## config.mk

```make
export PLATFORM = sky130hd
export DESIGN_NAME = fpga_cfg_loader
export DESIGN_NICKNAME = d
export VERILOG_FILES = /design/src/rtl/cfg_ld_pkg.sv /design/src/rtl/cfg_ld_delay.sv /design/src/rtl/cfg_ld_shifter.sv /design/src/rtl/fpga_cfg_loader.sv
export SDC_FILE = /design/constraint.sdc
export NUM_CORES = 1
export LEC_CHECK = 0
export BUFFER_PORTS_ARGS = -buffer_cell sky130_fd_sc_hd__buf_2
export CAP_MARGIN = 25
export CORE_UTILIZATION = 55
export CTS_BUF_LIST = sky130_fd_sc_hd__clkbuf_8
export DETAILED_ROUTE_END_ITERATION = 10
export GPL_TIMING_DRIVEN = 0
export PLACE_DENSITY = 0.82
export REMOVE_ABC_BUFFERS = 1
export SYNTH_ARGS = -nofsm -noshare
export SYNTH_HDL_FRONTEND = slang
export SYNTH_HIERARCHICAL = 1
export SYNTH_SLANG_ARGS = --single-unit
export TNS_END_PERCENT = 30
```

## constraint.sdc

```tcl
create_clock -name clk_i -period 3.2 [get_ports clk_i]
set_input_delay 0.64 -clock clk_i [delete_from_list [all_inputs] [get_ports clk_i]]
set_output_delay 0.64 -clock clk_i [all_outputs]
set_load 0.02 [all_outputs]
```

## src/rtl/cfg_ld_pkg.sv

```systemverilog
package cfg_ld_pkg;
  localparam int BITCNT_W  = 24;
  localparam int HDR_BYTES = 5;
  localparam logic [7:0] SYNC_BYTE = 8'hFF;
  localparam logic [3:0] TAG_NIB   = 4'h2;

  typedef enum logic [2:0] {
    ERR_NONE     = 3'd0,
    ERR_NO_SYNC  = 3'd1,
    ERR_BAD_TAG  = 3'd2,
    ERR_SHORT    = 3'd3,
    ERR_CLR_NACK = 3'd4,
    ERR_BUSY     = 3'd5
  } err_e;

  typedef enum logic [2:0] {
    ST_IDLE, ST_SCAN, ST_HDR, ST_PROG, ST_CLR, ST_FEED, ST_SETTLE
  } st_e;
endpackage

```

## src/rtl/cfg_ld_delay.sv

```systemverilog
module cfg_ld_delay #(
  parameter int CLR_TICKS    = 50000,
  parameter int SETTLE_TICKS = 100000
) (
  input  logic clk_i,
  input  logic rst_ni,
  input  logic tick_i,
  input  logic arm_clr_i,
  input  logic arm_settle_i,
  output logic expired_o
);
  localparam int MAXT = (CLR_TICKS > SETTLE_TICKS) ? CLR_TICKS : SETTLE_TICKS;
  localparam int W    = $clog2(MAXT + 1);

  logic [W-1:0] cnt_q;

  always_ff @(posedge clk_i or negedge rst_ni) begin
    if (!rst_ni)            cnt_q <= '0;
    else if (arm_clr_i)     cnt_q <= W'(CLR_TICKS);
    else if (arm_settle_i)  cnt_q <= W'(SETTLE_TICKS);
    else if (tick_i && cnt_q != '0) cnt_q <= cnt_q - 1'b1;
  end

  assign expired_o = (cnt_q == '0);
endmodule

```

## src/rtl/cfg_ld_shifter.sv

```systemverilog
module cfg_ld_shifter (
  input  logic       clk_i,
  input  logic       rst_ni,
  input  logic       load_i,
  input  logic [7:0] byte_i,
  output logic       idle_o,
  output logic       cclk_o,
  output logic       din_o
);
  logic       active_q;
  logic [7:0] sh_q;
  logic [2:0] bit_q;
  logic [1:0] slot_q;

  always_ff @(posedge clk_i or negedge rst_ni) begin
    if (!rst_ni) begin
      active_q <= 1'b0;
      sh_q     <= '0;
      bit_q    <= '0;
      slot_q   <= '0;
    end else if (!active_q) begin
      if (load_i) begin
        active_q <= 1'b1;
        sh_q     <= byte_i;
        bit_q    <= 3'd7;
        slot_q   <= 2'd0;
      end
    end else begin
      slot_q <= slot_q + 2'd1;
      if (slot_q == 2'd3) begin
        if (bit_q == 3'd0) active_q <= 1'b0;
        else               bit_q    <= bit_q - 3'd1;
      end
    end
  end

  // slots: 0 setup (low), 1-2 high, 3 low
  assign cclk_o = active_q && (slot_q == 2'd1 || slot_q == 2'd2);
  assign din_o  = sh_q[bit_q];
  assign idle_o = !active_q;
endmodule

```

## src/rtl/fpga_cfg_loader.sv

```systemverilog
module fpga_cfg_loader
  import cfg_ld_pkg::*;
#(
  parameter int CLR_TICKS    = 50000,
  parameter int SETTLE_TICKS = 100000
) (
  input  logic       clk_i,
  input  logic       rst_ni,
  input  logic       tick_i,
  input  logic       start_i,
  input  logic [7:0] s_data_i,
  input  logic       s_valid_i,
  input  logic       s_last_i,
  output logic       s_ready_o,
  input  logic       stat_i,
  output logic       prog_no,
  output logic       cs_o,
  output logic       cclk_o,
  output logic       din_o,
  output logic       done_o,
  output logic       err_o,
  output logic [2:0] err_code_o
);
  localparam logic [2:0] HDR_N = 3'(HDR_BYTES);

  st_e                 st_q;
  logic [7:0]          hdr_q [HDR_BYTES];
  logic [2:0]          hidx_q, fidx_q;
  logic [BITCNT_W-1:0] nbytes_q;
  logic                end_q, done_q, err_q;
  err_e                code_q;

  logic                sh_idle, sh_load;
  logic [7:0]          sh_byte;
  logic                arm_clr, arm_settle, expired;
  logic                hs;
  logic [BITCNT_W-1:0] need, need_hdr;

  // bit count from tag low nibble, two bytes, high nibble of last header byte
  assign need     = {hdr_q[1][3:0], hdr_q[2], hdr_q[3], hdr_q[4][7:4]} >> 3;
  assign need_hdr = {hdr_q[1][3:0], hdr_q[2], hdr_q[3], s_data_i[7:4]} >> 3;


  assign s_ready_o = (st_q == ST_SCAN) || (st_q == ST_HDR) ||
                     (st_q == ST_FEED && sh_idle && fidx_q == HDR_N && !end_q);
  assign hs = s_ready_o && s_valid_i;

  always_comb begin
    sh_load = 1'b0;
    sh_byte = s_data_i;
    if (st_q == ST_FEED && sh_idle) begin
      if (fidx_q < HDR_N) begin
        sh_load = 1'b1;
        sh_byte = hdr_q[fidx_q];
      end else if (!end_q && s_valid_i) begin
        sh_load = 1'b1;
      end
    end
  end

  assign arm_clr    = (st_q == ST_PROG);
  assign arm_settle = (st_q == ST_FEED) && sh_idle && fidx_q == HDR_N && end_q &&
                      !(nbytes_q < need);

  always_ff @(posedge clk_i or negedge rst_ni) begin
    if (!rst_ni) begin
      st_q     <= ST_IDLE;
      for (int i = 0; i < HDR_BYTES; i++) hdr_q[i] <= '0;
      hidx_q   <= '0;
      fidx_q   <= '0;
      nbytes_q <= '0;
      end_q    <= 1'b0;
      done_q   <= 1'b0;
      err_q    <= 1'b0;
      code_q   <= ERR_NONE;
    end else begin
      unique case (st_q)
        ST_IDLE: if (start_i) begin
          st_q   <= ST_SCAN;
          done_q <= 1'b0;
          err_q  <= 1'b0;
          code_q <= ERR_NONE;
          end_q  <= 1'b0;
        end
        ST_SCAN: if (hs) begin
          if (s_data_i == SYNC_BYTE) begin
            hdr_q[0] <= s_data_i;
            hidx_q   <= 3'd1;
            if (s_last_i) begin
              st_q <= ST_IDLE; err_q <= 1'b1; code_q <= ERR_SHORT;
            end else st_q <= ST_HDR;
          end else if (s_last_i) begin
            st_q <= ST_IDLE; err_q <= 1'b1; code_q <= ERR_NO_SYNC;
          end
        end
        ST_HDR: if (hs) begin
          hdr_q[hidx_q] <= s_data_i;
          hidx_q        <= hidx_q + 3'd1;
          if (hidx_q == 3'd1 && s_data_i[7:4] != TAG_NIB) begin
            st_q <= ST_IDLE; err_q <= 1'b1; code_q <= ERR_BAD_TAG;
          end else if (s_last_i) begin
            end_q <= 1'b1;
            if (hidx_q != HDR_N - 3'd1 || BITCNT_W'(HDR_BYTES) < need_hdr) begin
              st_q <= ST_IDLE; err_q <= 1'b1; code_q <= ERR_SHORT;
            end else st_q <= ST_PROG;
          end else if (hidx_q == HDR_N - 3'd1) st_q <= ST_PROG;
        end
        ST_PROG: st_q <= ST_CLR;
        ST_CLR: if (expired) begin
          if (stat_i) begin
            st_q <= ST_IDLE; err_q <= 1'b1; code_q <= ERR_CLR_NACK;
          end else begin
            st_q     <= ST_FEED;
            fidx_q   <= '0;
            nbytes_q <= '0;
          end
        end
        ST_FEED: begin
          if (sh_load) begin
            nbytes_q <= nbytes_q + 1'b1;
            if (fidx_q < HDR_N) fidx_q <= fidx_q + 3'd1;
            else if (s_last_i)  end_q  <= 1'b1;
          end else if (sh_idle && fidx_q == HDR_N && end_q) begin
            if (nbytes_q < need) begin
              st_q <= ST_IDLE; err_q <= 1'b1; code_q <= ERR_SHORT;
            end else st_q <= ST_SETTLE;
          end
        end
        ST_SETTLE: if (expired) begin
          st_q <= ST_IDLE;
          if (stat_i) done_q <= 1'b1;
          else begin err_q <= 1'b1; code_q <= ERR_BUSY; end
        end
        default: st_q <= ST_IDLE;
      endcase
    end
  end

  cfg_ld_delay #(.CLR_TICKS(CLR_TICKS), .SETTLE_TICKS(SETTLE_TICKS)) u_delay (
    .clk_i(clk_i), .rst_ni(rst_ni), .tick_i(tick_i),
    .arm_clr_i(arm_clr), .arm_settle_i(arm_settle), .expired_o(expired)
  );

  cfg_ld_shifter u_shift (
    .clk_i(clk_i), .rst_ni(rst_ni), .load_i(sh_load), .byte_i(sh_byte),
    .idle_o(sh_idle), .cclk_o(cclk_o), .din_o(din_o)
  );

  assign prog_no    = (st_q != ST_PROG);
  assign cs_o       = (st_q == ST_PROG) || (st_q == ST_CLR) ||
                      (st_q == ST_FEED) || (st_q == ST_SETTLE);
  assign done_o     = done_q;
  assign err_o      = err_q;
  assign err_code_o = code_q;
endmodule

```

* Word-level counts from Yosys, hierarchy flattened
Index checks and enable logic that the tools add are counted.
** Cells by class
- Muxes and demuxes :: 99
- Equality and inequality tests :: 40
- Add/subtract/negate cells :: 6
- Reduce and logical (&&, ||, !) cells :: 44
- Bitwise operators :: 3
- Order comparisons :: 7
** Operators by type and width (number)
- $mux 3 :: 41
- $mux 24 :: 3
- $mux 8 :: 7
- $mux 17 :: 3
- $pmux 24 s2 :: 1
- $bwmux 40 :: 1
- $mux 40 :: 1
- $ne 2x2->1 const B :: 19
- $mux 1 :: 27
- $add 24x1->24 const B :: 1
- $bmux 8 s3 :: 1
- $demux 8 s3 :: 1
- $lt 24x21->1 :: 1
- $lt 3x21->1 const A :: 1
- $pmux 3 s7 :: 1
- $pmux 3 s6 :: 1
- $logic_not 17->1 :: 1
- $reduce_bool 17->1 :: 1
- $sub 17x1->17 const B :: 1
- $pmux 8 s2 :: 1
- $eq 3x3->1 const B :: 5
- $reduce_and 14->1 :: 1
- $logic_and 1x1->1 :: 13
- $pmux 3 s2 :: 2
- other kinds (36) :: 64
** Word-level totals
- Logic and storage cells :: 217
- Flip-flop bits (word level) :: 110

* Depth between registers and ports, before layout
- Depth in word-level cells :: 8
- Gate-level depth with buffers :: 13
- Mapped depth without buffers :: 12

* Cells and area by module
Netlist, hierarchy kept.
** By module, submodules not included
- fpga_cfg_loader :: area an instance 4790.8 um2, instances 1, cells an instance 474
- cfg_ld_delay :: area an instance 998.5 um2, instances 1, cells an instance 102
- cfg_ld_shifter :: area an instance 706.9 um2, instances 1, cells an instance 56

* Worst setup path before layout
OpenSTA, ideal clock, no wires.
- Kind :: register -> register
- From :: register hdr_q[13] in the netlist's numbering
- To :: register u_delay.cnt_q[8]
- Buffers on the path :: 1
- Stages on the path, launching flop included :: 12
- Setup time :: 0.095 ns
- Data arrival time :: 2.567 ns
- Path slack :: 0.537 ns
- Data required time :: 3.105 ns
- Cell sequence :: dfrtp_1 -> inv_1 -> ha_1 -> and3_1 -> a221oi_1 -> o31ai_1 -> a211oi_2 -> nand2b_1 -> nor2_1 -> buf_1 -> or4_2 -> o31ai_1
** Between the ends
- Cells in the longest elaborated chain, start to end :: 5
** Ends and longest elaborated chain
- start, declared :: line fpga_cfg_loader.sv:27 : logic [7:0] hdr_q [HDR_BYTES];
- start signal, assigned by index :: line fpga_cfg_loader.sv:97 : hdr_q[hidx_q] <= s_data_i;
- $lt 24x21->1 (*) :: line fpga_cfg_loader.sv:63 : !(nbytes_q < need);
- $logic_not 1->1 (*) :: line fpga_cfg_loader.sv:63
- $logic_and 1x1->1 (*) :: line fpga_cfg_loader.sv:62 : assign arm_settle = (st_q == ST_FEED) && sh_idle && fidx_q == HDR_N && end_q &&
- via arm_settle :: line fpga_cfg_loader.sv:35 : logic arm_clr, arm_settle, expired;
- $mux 17 :: line cfg_ld_delay.sv:20 : else if (arm_settle_i) cnt_q <= W'(SETTLE_TICKS);
- $mux 17 :: line cfg_ld_delay.sv:19 : else if (arm_clr_i) cnt_q <= W'(CLR_TICKS);
- end signal, assigned :: line cfg_ld_delay.sv:19
- end signal, assigned :: line cfg_ld_delay.sv:20
- end signal, assigned :: line cfg_ld_delay.sv:21 : else if (tick_i && cnt_q != '0) cnt_q <= cnt_q - 1'b1;
- end, declared :: line cfg_ld_delay.sv:15 : logic [W-1:0] cnt_q;
Mark *: on every way through the listed nets, which the timed path passes. The rest lies on a longest branch.
A chain may end at the register's enable or synchronous reset.

* Final worst setup path
- From :: register hdr_q[14] in the netlist's numbering
- To :: register u_delay.cnt_q[8]
The elaborated chain is that of the path after synthesis.

==> metrics.txt <==
outcome=finished, final reports clean; R2R Setup Slk=0.15 ns; worst reg2reg endpoint=u_delay/cnt_q[8]; Sw Share=26.80%; Placed Instances=778; CTS Sinks=110; Final setup violation count=0; final wirelength=14400 µm; first-pass GRT wire length=24370 µm; worst r2r src=hdr_q[14]; total CTS buffers=9; initial DRC count=603; CP Capture Type=flip-flop; antenna-violating nets left=0; DR WL/cell=18.07 µm; Pleak=3.259 nW; worst setup margin=0.1549 ns; Hold Violations, Final=0; Root Driver=clkbuf_8; Area growth, synth to finish=7.550%; DR vias=5010; fin crit share=95.16%; non-filler instance count after layout=797; share of the synthesized area in the top cell type=42.37%; FFs w/ async S/R, synth=100.0%; Comb pwr share=8.2%; CP Data Arrival Time=3.33 ns; CP Launch Type=flip-flop; core area=11470 µm²; Seq cells post-synth=110; TritonCTS clock tree=done; fin. max-slew vios=0; multiplexer share of the synthesized area=12.19%; total congestion overflow=0; Reg clk slew, reported paths=0.11 ns; Slew HR=47.71%; Initial Utilization=56.65%; # diodes=0; Worst EP required=3.49 ns; register area share after synthesis=42.37%; Mapped Area=6496 µm²; most area-consuming cells after synthesis=dfrtp_1, ha_1, mux2_2; syn avg cell area=10.28 µm²; DP HPWL=10480 µm; pre-CTS setup slack=0.01325 ns; Commonest cells post-synth=dfrtp_1, nand2_1, nor2_1; Seq pwr share=55.4%; pwr dens=389.7 nW/µm²; vias in the first global route=4996; most frequent cell after synthesis=dfrtp_1; CTS Buffer Depth=2; Pint=0.001993 W; RSZ-0062 raised after global routing=false; largest net degree at the start of global routing=76; Ports=25; die height=110.7 µm; Max Cap Viol=0; Fmax=0.3284 GHz; Synth Area in Simple Gates=18.37%; die area=12250 µm²; layout cells sized above 1=18.04%; htree depth=3; routability cong.=0.8944; residual DRC count=0; xor/xnor share of the synthesized area=2.831%; DR pass1 iterations=5; Hold Buf Count CTS=0; worst-skew pair later-pin latency=0.40 ns; Peak VDD IR=288.7 µV; Worst Max-Slew Pin Slew=0.7815 ns; NetSw=0.0007296 W; Synth Instances=632; routed vias/inst=6.286; area leader, netlist=dfrtp_1; fin nets=694; Ys Warns=6; Post-synth EDFFs=0; r2r worst-path depth=13; num rows=39; Clock Power Share=36.4%; Buffers on Ports=24; Post-Synth Adder-Cell Area=5.778%; initial antenna violation count=0; clock skew=0.01213 ns; Yosys cell types=81; post-route minimum period=3.045 ns; kind of critical path=flip-flop to flip-flop; Synth Area in Compound Gates=13.79%; Main synth FF type=dfrtp_1; HP Class=input port to asynchronous set/reset pin; largest family of logic cells by synthesized area=simple AND/OR/NAND/NOR gates; die width=110.7 µm; GRT Util Overall=24.75%; maximum fanout along the worst path=9
-- worst max path at each step --
stage / startpoint / end / cells past startpoint
6_report: hdr_q[14] / u_delay/cnt_q[8] / 13
5_1_grt: hdr_q[14] / u_delay/cnt_q[8] / 13
4_1_cts: hdr_q[14] / u_delay/cnt_q[8] / 10
3_5_place_dp: hdr_q[14] / u_delay/cnt_q[8] / 12
3_3_place_gp: u_delay/cnt_q[13] / nbytes_q[19] / 7
2_1_floorplan: u_delay/cnt_q[13] / nbytes_q[19] / 7
-- metal layers --
metal	wire (µm)	GRT usage, %	part of all wire [%]	vias up
li1	-	-	-	2347
met1	6156	31.88	43	2481
met2	7253	41.41	50	147
met3	654	5.631	4.5	35
met4	335	8.000	2.3	0
met5	0	0	0	-
-- through the flow --
| step | TNS, ns | utilization (%) | area (µm²) | hold slack (ns) | power (W) |
|---|---|---|---|---|---|
| floorplan | 0 | - | 6347 | 0.3444 | 0.001653 |
| global placement | -1.893 | 57.96 | 6646 | 0.4570 | 0.001727 |
| detailed placement | 0 | 58.58 | 6718 | 0.4661 | 0.001752 |
| CTS | 0 | 60.68 | 6958 | 0.1934 | 0.002739 |
| global route | 0 | 60.93 | 6987 | 0.2080 | 0.002829 |
| finish | 0 | 60.93 | 6987 | 0.1859 | 0.002723 |
-- final cells by class --
class,instances,area (µm²)
fillers,932,4481
multi-input cells,457,3456
flip-flops and latches,110,2753
repair buffers,30,207.7
well taps,143,178.9
inverters,41,153.9
clock buffers,9,123.9
clock inverters,7,113.9
-- worst max-delay path: stages (launching register included) --
cell      delay [ns]
dfrtp_1         0.43
inv_1           0.08
ha_1            0.29
and3_1          0.18
nand2_1         0.06
o31ai_1         0.36
a211oi_2        0.12
buf_4           0.17
nand2b_1        0.17
nor2_2          0.34
inv_1           0.22
o211a_1         0.18
a311oi_1        0.23
o31ai_1         0.10
-- cell usage in the layout, fill, tap and decap left out, types with 5 or more instances in the layout --
cell,count
dfrtp_1,110
nand2_1,52
nor2_1,47
o21ai_0,43
inv_1,40
mux2_2,30
ha_1,30
buf_2,23
a21oi_1,22
nand3_1,17
xnor2_1,17
mux2i_1,12
and3_1,10
nor3_1,10
or3_1,10
mux2_1,9
clkbuf_8,9
mux4_2,8
nor4_1,8
o31ai_1,7
nand4_1,7
nand2b_1,6
nor3_2,6
a31oi_1,5
and2_1,5
buf_4,5
or4_1,5
-- cells by family after synthesis --
| family | Yosys count |
|---|---|
| AO/OA/AOI/OAI | 129 |
| XOR/XNOR | 21 |
| adder cells (fa/ha/maj) | 30 |
| buffers and inverters | 65 |
| flip-flops | 110 |
| multiplexers | 61 |
| AND/OR/NAND/NOR | 216 |
-- state kept, by name (all words and copies together) (netlist names), 2 cells and up --
name,cells
hdr_q,40
fidx_q,3
hidx_q,3
u_shift/slot_q,2
u_delay/cnt_q,17
nbytes_q,24
u_shift/bit_q,3
st_q,3
err_code_o,3
u_shift/sh_q,8
-- power groups by stage --
stage,sequential (W),combinational [W],clock (W)
after floorplan,0.00152,0.000137,0
final,0.00151,0.000222,0.000991
after detailed placement,0.00153,0.000218,0
after global routing,0.00152,0.000250,0.00106
after global placement,0.00152,0.000202,0
after CTS,0.00151,0.000223,0.00101
-- what timing repair did --
action                                  4_1_cts  5_1_grt
cloned                                        0        0
buffers inserted                              0        2
endpoints found under the hold margin         0        0
endpoints found under the setup margin        1        3
pin swaps                                     0        1
gates resized for setup                       1        1
(Power assumes the default switching activity.)
